### config.mk
export PLATFORM = sky130hd
export DESIGN_NAME = irq_vector_ctrl
export DESIGN_NICKNAME = d
export VERILOG_FILES = /design/src/rtl/vic_pkg.sv /design/src/rtl/vic_slot_arbiter.sv /design/src/rtl/vic_service_track.sv /design/src/rtl/irq_vector_ctrl.sv
export SDC_FILE = /design/constraint.sdc
export NUM_CORES = 2
export LEC_CHECK = 0
export ABC_CLOCK_PERIOD_IN_PS = 6370
export BUFFER_PORTS_ARGS = -buffer_cell sky130_fd_sc_hd__buf_4
export CAP_MARGIN = 25
export CORE_ASPECT_RATIO = 2
export CORE_UTILIZATION = 44
export DETAILED_ROUTE_END_ITERATION = 6
export PLACE_DENSITY = 0.59
export RECOVER_POWER = 25
export SETUP_SLACK_MARGIN = 0.1
export SLEW_MARGIN = 40
export SYNTH_ARGS = -nofsm -noshare
export SYNTH_HDL_FRONTEND = slang
export SYNTH_SLANG_ARGS = --single-unit
### constraint.sdc
create_clock -name clk -period 6.37 [get_ports clk]
set_input_delay 0.3185 -clock clk [delete_from_list [all_inputs] [get_ports clk]]
set_output_delay 0.3185 -clock clk [all_outputs]
set_load 0.01 [all_outputs]
### src/rtl/vic_pkg.sv
package vic_pkg;
  localparam int REG_AW = 12;
  localparam logic [REG_AW-1:0] OFF_RAW    = 12'h000;
  localparam logic [REG_AW-1:0] OFF_IRQST  = 12'h004;
  localparam logic [REG_AW-1:0] OFF_FIQST  = 12'h008;
  localparam logic [REG_AW-1:0] OFF_ENSET  = 12'h00C;
  localparam logic [REG_AW-1:0] OFF_ENCLR  = 12'h010;
  localparam logic [REG_AW-1:0] OFF_CLASS  = 12'h014;
  localparam logic [REG_AW-1:0] OFF_SSET   = 12'h018;
  localparam logic [REG_AW-1:0] OFF_SCLR   = 12'h01C;
  localparam logic [REG_AW-1:0] OFF_VECT   = 12'h020;
  localparam logic [REG_AW-1:0] OFF_DEFVEC = 12'h024;
  localparam logic [3:0] PAGE_CTL  = 4'h1;
  localparam logic [3:0] PAGE_HADR = 4'h2;
endpackage

### src/rtl/vic_slot_arbiter.sv
module vic_slot_arbiter #(
  parameter int NUM_SLOT = 16,
  localparam int SLOT_W = $clog2(NUM_SLOT)
) (
  input  logic [NUM_SLOT-1:0] hit_i,
  input  logic [NUM_SLOT-1:0] allow_i,
  output logic                found_o,
  output logic [SLOT_W-1:0]   idx_o
);
  // lowest-numbered allowed hit wins; scanning downward lets it overwrite
  always_comb begin
    found_o = 1'b0;
    idx_o   = '0;
    for (int i = NUM_SLOT - 1; i >= 0; i--) begin
      if (hit_i[i] && allow_i[i]) begin
        found_o = 1'b1;
        idx_o   = SLOT_W'(i);
      end
    end
  end
endmodule

### src/rtl/vic_service_track.sv
module vic_service_track #(
  parameter int NUM_SLOT = 16,
  localparam int SLOT_W = $clog2(NUM_SLOT)
) (
  input  logic                clk,
  input  logic                rst,
  input  logic                push_i,
  input  logic [SLOT_W-1:0]   push_idx_i,
  input  logic                pop_i,
  output logic [NUM_SLOT-1:0] allow_o,
  output logic [NUM_SLOT-1:0] svc_o
);
  logic [NUM_SLOT-1:0] svc_nxt;
  logic [NUM_SLOT-1:0] lowbit;

  always_comb begin
    svc_nxt = svc_o;
    if (pop_i)  svc_nxt = svc_nxt & (svc_nxt - 1'b1);
    if (push_i) svc_nxt[push_idx_i] = 1'b1;
  end

  // only slots more urgent than the most urgent in-service slot may win
  assign lowbit  = svc_o & (~svc_o + 1'b1);
  assign allow_o = (svc_o == '0) ? '1 : (lowbit - 1'b1);

  always_ff @(posedge clk) begin
    if (rst) svc_o <= '0;
    else     svc_o <= svc_nxt;
  end
endmodule

### src/rtl/irq_vector_ctrl.sv
module irq_vector_ctrl
  import vic_pkg::*;
#(
  parameter int NUM_SRC  = 32,
  parameter int NUM_SLOT = 16,
  parameter int DATA_W   = 32
) (
  input  logic                clk,
  input  logic                rst,
  input  logic [NUM_SRC-1:0]  req_i,
  input  logic                wr_en_i,
  input  logic                rd_en_i,
  input  logic [REG_AW-1:0]   addr_i,
  input  logic [DATA_W-1:0]   wdata_i,
  output logic [DATA_W-1:0]   rdata_o,
  output logic                fiq_o,
  output logic                irq_o
);
  localparam int SRC_W  = $clog2(NUM_SRC);
  localparam int SLOT_W = $clog2(NUM_SLOT);
  localparam int CTL_W  = SRC_W + 1;

  logic [NUM_SRC-1:0]  en_q, cls_q, soft_q;
  logic [NUM_SRC-1:0]  raw_w, act_w;
  logic [CTL_W-1:0]    ctl_q [NUM_SLOT];
  logic [DATA_W-1:0]   hadr_mem [NUM_SLOT];
  logic [DATA_W-1:0]   def_q;
  logic [NUM_SLOT-1:0] hit_w, allow_w, svc_w;
  logic                found_w;
  logic [SLOT_W-1:0]   win_w;
  logic [DATA_W-1:0]   vect_w, rd_nxt;

  // ---------------- decode ----------------
  logic       aligned;
  logic [3:0] page;
  logic [5:0] widx;
  logic       slot_ok;
  logic [SLOT_W-1:0] sidx;
  assign aligned = (addr_i[1:0] == 2'b00);
  assign page    = addr_i[REG_AW-1:8];
  assign widx    = addr_i[7:2];
  assign slot_ok = aligned && (int'(widx) < NUM_SLOT);
  assign sidx    = widx[SLOT_W-1:0];

  logic wr_ctl, wr_hadr, push_w, pop_w;
  assign wr_ctl  = wr_en_i && slot_ok && (page == PAGE_CTL);
  assign wr_hadr = wr_en_i && slot_ok && (page == PAGE_HADR);
  assign pop_w   = wr_en_i && (addr_i == OFF_VECT);
  assign push_w  = rd_en_i && (addr_i == OFF_VECT) && found_w;

  // ---------------- request path ----------------
  assign raw_w = req_i | soft_q;
  assign act_w = raw_w & en_q;

  for (genvar k = 0; k < NUM_SLOT; k++) begin : g_slot
    logic [SRC_W-1:0] src;
    assign src      = ctl_q[k][SRC_W-1:0];
    assign hit_w[k] = ctl_q[k][SRC_W] && act_w[src] && !cls_q[src];
  end

  vic_slot_arbiter #(.NUM_SLOT(NUM_SLOT)) u_arb (
    .hit_i(hit_w), .allow_i(allow_w), .found_o(found_w), .idx_o(win_w)
  );

  vic_service_track #(.NUM_SLOT(NUM_SLOT)) u_svc (
    .clk(clk), .rst(rst), .push_i(push_w), .push_idx_i(win_w),
    .pop_i(pop_w), .allow_o(allow_w), .svc_o(svc_w)
  );

  assign vect_w = found_w ? hadr_mem[win_w] : def_q;

  // ---------------- read mux ----------------
  always_comb begin
    rd_nxt = '0;
    if (aligned) begin
      unique case (addr_i)
        OFF_RAW:    rd_nxt = DATA_W'(raw_w);
        OFF_IRQST:  rd_nxt = DATA_W'(act_w & ~cls_q);
        OFF_FIQST:  rd_nxt = DATA_W'(act_w & cls_q);
        OFF_ENSET:  rd_nxt = DATA_W'(en_q);
        OFF_CLASS:  rd_nxt = DATA_W'(cls_q);
        OFF_SSET:   rd_nxt = DATA_W'(soft_q);
        OFF_VECT:   rd_nxt = vect_w;
        OFF_DEFVEC: rd_nxt = def_q;
        default: begin
          if (slot_ok && page == PAGE_CTL)  rd_nxt = DATA_W'(ctl_q[sidx]);
          if (slot_ok && page == PAGE_HADR) rd_nxt = hadr_mem[sidx];
        end
      endcase
    end
  end

  // ---------------- registers ----------------
  always_ff @(posedge clk) begin
    if (rst) begin
      en_q    <= '0;
      cls_q   <= '0;
      soft_q  <= '0;
      def_q   <= '0;
      fiq_o   <= 1'b0;
      irq_o   <= 1'b0;
      rdata_o <= '0;
      for (int k = 0; k < NUM_SLOT; k++) ctl_q[k] <= '0;
    end else begin
      fiq_o   <= |(act_w & cls_q);
      irq_o   <= |(act_w & ~cls_q);
      rdata_o <= rd_en_i ? rd_nxt : '0;
      if (wr_en_i) begin
        unique case (addr_i)
          OFF_ENSET:  en_q   <= en_q | wdata_i[NUM_SRC-1:0];
          OFF_ENCLR:  en_q   <= en_q & ~wdata_i[NUM_SRC-1:0];
          OFF_CLASS:  cls_q  <= wdata_i[NUM_SRC-1:0];
          OFF_SSET:   soft_q <= soft_q | wdata_i[NUM_SRC-1:0];
          OFF_SCLR:   soft_q <= soft_q & ~wdata_i[NUM_SRC-1:0];
          OFF_DEFVEC: def_q  <= wdata_i;
          default: ;
        endcase
      end
      if (wr_ctl) ctl_q[sidx] <= wdata_i[CTL_W-1:0];
    end
  end

  // handler table: plain write port, no reset, so it can map to RAM
  always_ff @(posedge clk) begin
    if (wr_hadr) hadr_mem[sidx] <= wdata_i;
  end
endmodule

== Word level (Yosys, flattened, before mapping) ==
Memories as Yosys holds them, arrays and structs flattened.
Index checks and enable logic that the tools add are counted.
W data, S select, Z words.
Operators by class
  add/sub/neg operators: 3
  magnitude comparators: 19
  equal/unequal tests: 11
  mux-type cells: 117
  bitwise gates (word level): 16
  reductions and logical operators: 87
Operator list (count)
  $pmux W32 S8: 1
  $and A32 B32 Y32: 5
  $bmux W1 S5: 32
  $pmux W32 S2: 2
  $lt A5 B6 Y1 const B: 16
  $or A32 B32 Y32: 3
  $mux W4: 17
  $mux W32: 2
  $not A32 Y32: 2
  $reduce_or A32 Y1: 2
  $logic_and A1 B1 Y1: 58
  $mux W1: 57
  $eq A12 B5 Y1 const B: 4
  $mux W16: 3
  $and A16 B16 Y16: 2
  $sub A16 B1 Y16 const B: 2
  $eq A12 B4 Y1 const B: 2
  $eq A12 B6 Y1 const B: 2
  $add A16 B1 Y16 const B: 1
  $logic_not A1 Y1: 16
  $logic_not A16 Y1: 1
  $not A16 Y16: 1
  $or A16 B16 Y16: 1
  $eq A12 B3 Y1 const B: 1
  14 further kinds: 20
Word-level totals
  flip-flop bits (word level): 178
  bits in writable memories: 608
  input bits: 80
  output and inout port bits: 34
  logic and storage cells: 263
  memories: 2
Memory list
  hadr_mem: words 16, width 32, rd ports 2, clocked after memory_dff 0, write ports 1, line irq_vector_ctrl.sv:26  | logic [DATA_W-1:0] hadr_mem [NUM_SLOT];
  ctl_q: words 16, width 6, rd ports 17, clocked after memory_dff 0, write ports 16, line irq_vector_ctrl.sv:25  | logic [CTL_W-1:0] ctl_q [NUM_SLOT];

== Longest topological paths before layout ==
  depth after elaboration: 29
  mapped depth: 19

== Hierarchy ==
Synthesis repeated with hierarchy kept, for this count alone.
Unflattened totals
  cell total of the unflattened synthesis: 3064
  area total of the unflattened synthesis: 42313.1 um^2
By module, submodules not included
  irq_vector_ctrl: instances 1, cells an instance 2912, area an instance 41148.2 um^2, seq. area each 21500.6 um^2
  vic_service_track: instances 1, cells an instance 114, area an instance 929.6 um^2, seq. area each 320.3 um^2
  vic_slot_arbiter: instances 1, cells an instance 38, area an instance 235.2 um^2, seq. area each 0.0 um^2

== Worst setup path before layout ==
OpenSTA, ideal clock, no wires.
  kind: input to register
  from: input port addr_i[11]
  to: memory hadr_mem[6][0] (enable)
  library setup time: 0.461 ns
  arrival: 4.078 ns
  required time: 5.909 ns
  path slack: 1.831 ns
  stages: 7
  buffers on the path: 2
  cells stage by stage: nor4_1 > nand2_1 > nor3b_1 > clkbuf_1 > nand2_1 > clkbuf_1 > nor3_1
Between the ends
  word-level cells in the longest chain between the ends: 4
Ends and longest elaborated chain
  start: declaration: line irq_vector_ctrl.sv:13  | input logic [REG_AW-1:0] addr_i,
  $eq A4 B2 Y1: line irq_vector_ctrl.sv:47  | assign wr_hadr = wr_en_i && slot_ok && (page == PAGE_HADR);
  $logic_and A1 B1 Y1: line irq_vector_ctrl.sv:47
  $mux W1: line irq_vector_ctrl.sv:125  | if (wr_hadr) hadr_mem[sidx] <= wdata_i;
  $mux W1 (implied by the code): line irq_vector_ctrl.sv:125
  end: declaration: line irq_vector_ctrl.sv:26
Every way passes these cells.

==> flow_summary.ini <==
[status]
status = complete, but fails checks
failed_checks = design-rule violations, max-capacitance violations, max-slew violations

[global_route]
grtUsageTotal_pct = 42.3
globalRoute.busiestLayer = met2
grt_use_met2_pct = 67.2
met1_global_route_usage_pct = 43.1
largest_net_degree_at_the_start_of_global_routing = 93
grt_util_met3_pct = 14.6
wire_length_of_the_first_global_routing_pass_um = 280000
grt_pass1_vias = 34200
globalRouteOverflowTotal = 0
grt_antenna_before_repair = 33

[logic_synthesis]
post-synth-top-area-fraction_pct = 43.3
distinct_cell_type_count_after_synthesis = 95
number_of_nets_produced_by_synthesis = 3595
synth_enable_flop_cells = 608
synthesis.instances = 3515
synth.yosys.warnings = 0
synth_top_area_cell = sky130_fd_sc_hd__edfxtp_1
ys_async_sr_fraction_pct = 0
top_post_synthesis_cells_by_area = sky130_fd_sc_hd__edfxtp_1 43%, sky130_fd_sc_hd__mux4_2 14%, sky130_fd_sc_hd__dfxtp_1 8.5%
synth.avg_cell_area_um2 = 12.0
yosys_most_used_dff = sky130_fd_sc_hd__edfxtp_1
netlist_area_um2 = 42200
ys_seq_area_share_pct = 51.8
postSynthRegisterBits = 786

[clock_tree]
clock_sink_count = 786
tritoncts = done
cts_setup_buffers = 0
numCtsBuffers = 75
cts_root_buffer = sky130_fd_sc_hd__clkbuf_16
clockBufferDepth = 3
cts_max_level = 3
cts.hold.buffers_added = 12
cts_resized = 0
worst_setup_hold_path_clk_slew_ns = 0.06
insertion_delay_ns = 0.69

[die]
ioPinCount = 114
floorplan.die.width_um = 221
fp.dieArea_um2 = 97100
std_cell_rows = 160
chipHeight_um = 440
initial_utilization_pct = 44.4
core-area_um2 = 94900

[job]
maxCapViolations = 6

[routing]
vias = 35200
postRouteWirelength_um = 202000
route.antenna.remaining_nets = 0
drt_pass1_iterations = 7
number_of_design_rule_violations_left_by_the_first_detailed_router_iteration = 4560
wl_per_cell_um = 41.3
routed_via_density = 7.17
remaining_design_rule_violation_count = 33

[setup_path]
worstPathBufferInverterCount = 3
startpoint_type = flop
critPathArrivalTime_ns = 6.16
critical_path_required_ns = 6.94
crit_path_max_incr_delay_ns = 0.69
worstPathMaxFanout = 16
r2r.worst_path.cells = 16
setup_cp_type = flop to flop
timing.critical_path.slowest_stage_cell = sky130_fd_sc_hd__or3b_1
critical_path_depth = 16
critPathCaptureType = flop
worstPathCellList = nor2_1 > buf_4 > or3b_1 > buf_4 > mux4_2 > a2111oi_0 > nor3_1 > nor2_1 > a21oi_1 > o31ai_1 > a21oi_4 > nor2_2 > buf_12 > a22oi_1 > and3_1 > a21o_1
worst_path_dominant_cell_family = simple AND/OR/NAND/NOR gates

[timing]
finalHoldViolations = 0
worst_case_clock_skew_ns = 0.0239
final.period_utilization_pct = 87.7
max_slew.worst_pin.slew_ns = 2.88
timing.final.crit_period_ns = 5.59
fmax_mhz = 179
timing.setup.tns_ns = 0
timing.final.max_slew_violations = 234
worst_slack_ns = 0.780
worst_slew_margin_rel_pct = -92.0
unrepaired_setup_endpoints_after_global_routing = false
finalSetupViolations = 0

[worst_hold_path]
min_path_cells = 5
worstHoldPathType = primary input to flop

[placed_design]
dp.final_hpwl_um = 137000
portBuffers = 113
globalplace.congestion = 1.17
post_place_setup_slack_ns = 0.904

[layout]
layout-drive-gt1-share_pct = 22.1
flow.area_growth_from_synthesis_pct = 14.0
fin_nets = 3692

[power]
p_per_area_nw_per_um2 = 249
ir_drop_mv = 0.221
static-leakage-power_nw = 15.6
[cell usage in the layout (no fill, tap or decap), drive strengths merged, types with 27 or more instances in the layout]
master	Yosys	final
a2111oi	31	31
a211oi	94	94
a21oi	269	269
a22oi	84	84
a32oi	49	49
and2	104	104
buf	97	281
clkbuf	203	132
dfxtp	178	178
edfxtp	608	608
inv	55	59
mux2i	201	201
mux4	256	256
nand2	396	396
nand2b	48	48
nand3	67	67
nor2	173	173
nor3	110	110
nor4	27	27
o211ai	33	33
o21ai	135	135
o22ai	41	41
or2	28	28
[worst min-delay path, delay by kind of cell]
family / cells / cell delay [ns]
and+or+nand+nor: 3 / 0.25
buffers and inverters: 1 / 0.11
AOI/OAI and AO/OA: 1 / 0.05
[area by class of cell]
class	count	area, um2
Fill cell	8457	46800
Sequential cell	786	21800
Multi-Input combinational cell	2373	19200
Timing Repair Buffer	320	2750
Clock buffer	105	2120
Tap cell	1215	1520
Clock inverter	33	344
Inverter	56	210
Antenna cell	17	42.5
[stage by stage]
step	total power [mW]	cell area [um2]	hold slack [ns]	std cells	utilization, %
after CTS	11.9	47800	0.000289	4877	50.4
final	12.0	48000	0.101	4905	50.6
after global routing	12.2	48000	0.118	4893	50.6
after floorplan	6.73	42200	0.415	3515	-
after global placement	7.36	44900	0.443	4713	47.3
after detailed placement	7.37	45300	0.451	4727	47.7
[path summary, 6_finish.rpt]
check	end	slack, ns	startpoint
setup / recovery	rdata_o[0]	0.78	flop
setup reg to reg	rdata_o[0]	0.78	flop
hold / removal	u_svc.svc_o[1]	0.10	rd_en_i
hold reg to reg	def_q[3]	0.46	def_q[3]
[power breakdown]
group          internal [mW]  switching (mW)  leakage, nW  total, mW
Clock                   2.56            2.06         1.21       4.61
Sequential              5.55           0.113         6.94       5.66
Combinational          0.598            1.08         7.47       1.68
Total                   8.70            3.25         15.6       12.0
[synthesized netlist by cell type, drive strengths merged (28+ instances only)]
master	count
dfxtp	178
buf	97
mux4	256
o21ai	135
and2	104
nand2	396
nor3	110
a22oi	84
nand3	67
a32oi	49
nand2b	48
inv	55
a2111oi	31
mux2i	201
o211ai	33
or2	28
o22ai	41
clkbuf	203
a211oi	94
nor2	173
a21oi	269
edfxtp	608
[registers in the layout, summed over array words and instances (netlist names), named ones only]
name	cells
cls_q	32
ctl_q	96
def_q	32
fiq_o	1
hadr_mem	512
irq_o	1
rdata_o	32
u_svc.svc_o	16
[cells by family after synthesis]
kind of cell / synth area share, %
AO/OA/AOI/OAI: 13.8
multiplexers: 18.6
buffers and inverters: 3.73
AND/OR/NAND/NOR: 12.1
flip-flops: 51.8
[routing by layer]
metal | up-vias | routed length [um]
met5 | - | 132
li1 | 14000 | -
met4 | 20 | 24300
met1 | 17500 | 62600
met2 | 2605 | 94300
met3 | 1018 | 21200
Power figures use the tool's default switching activity.
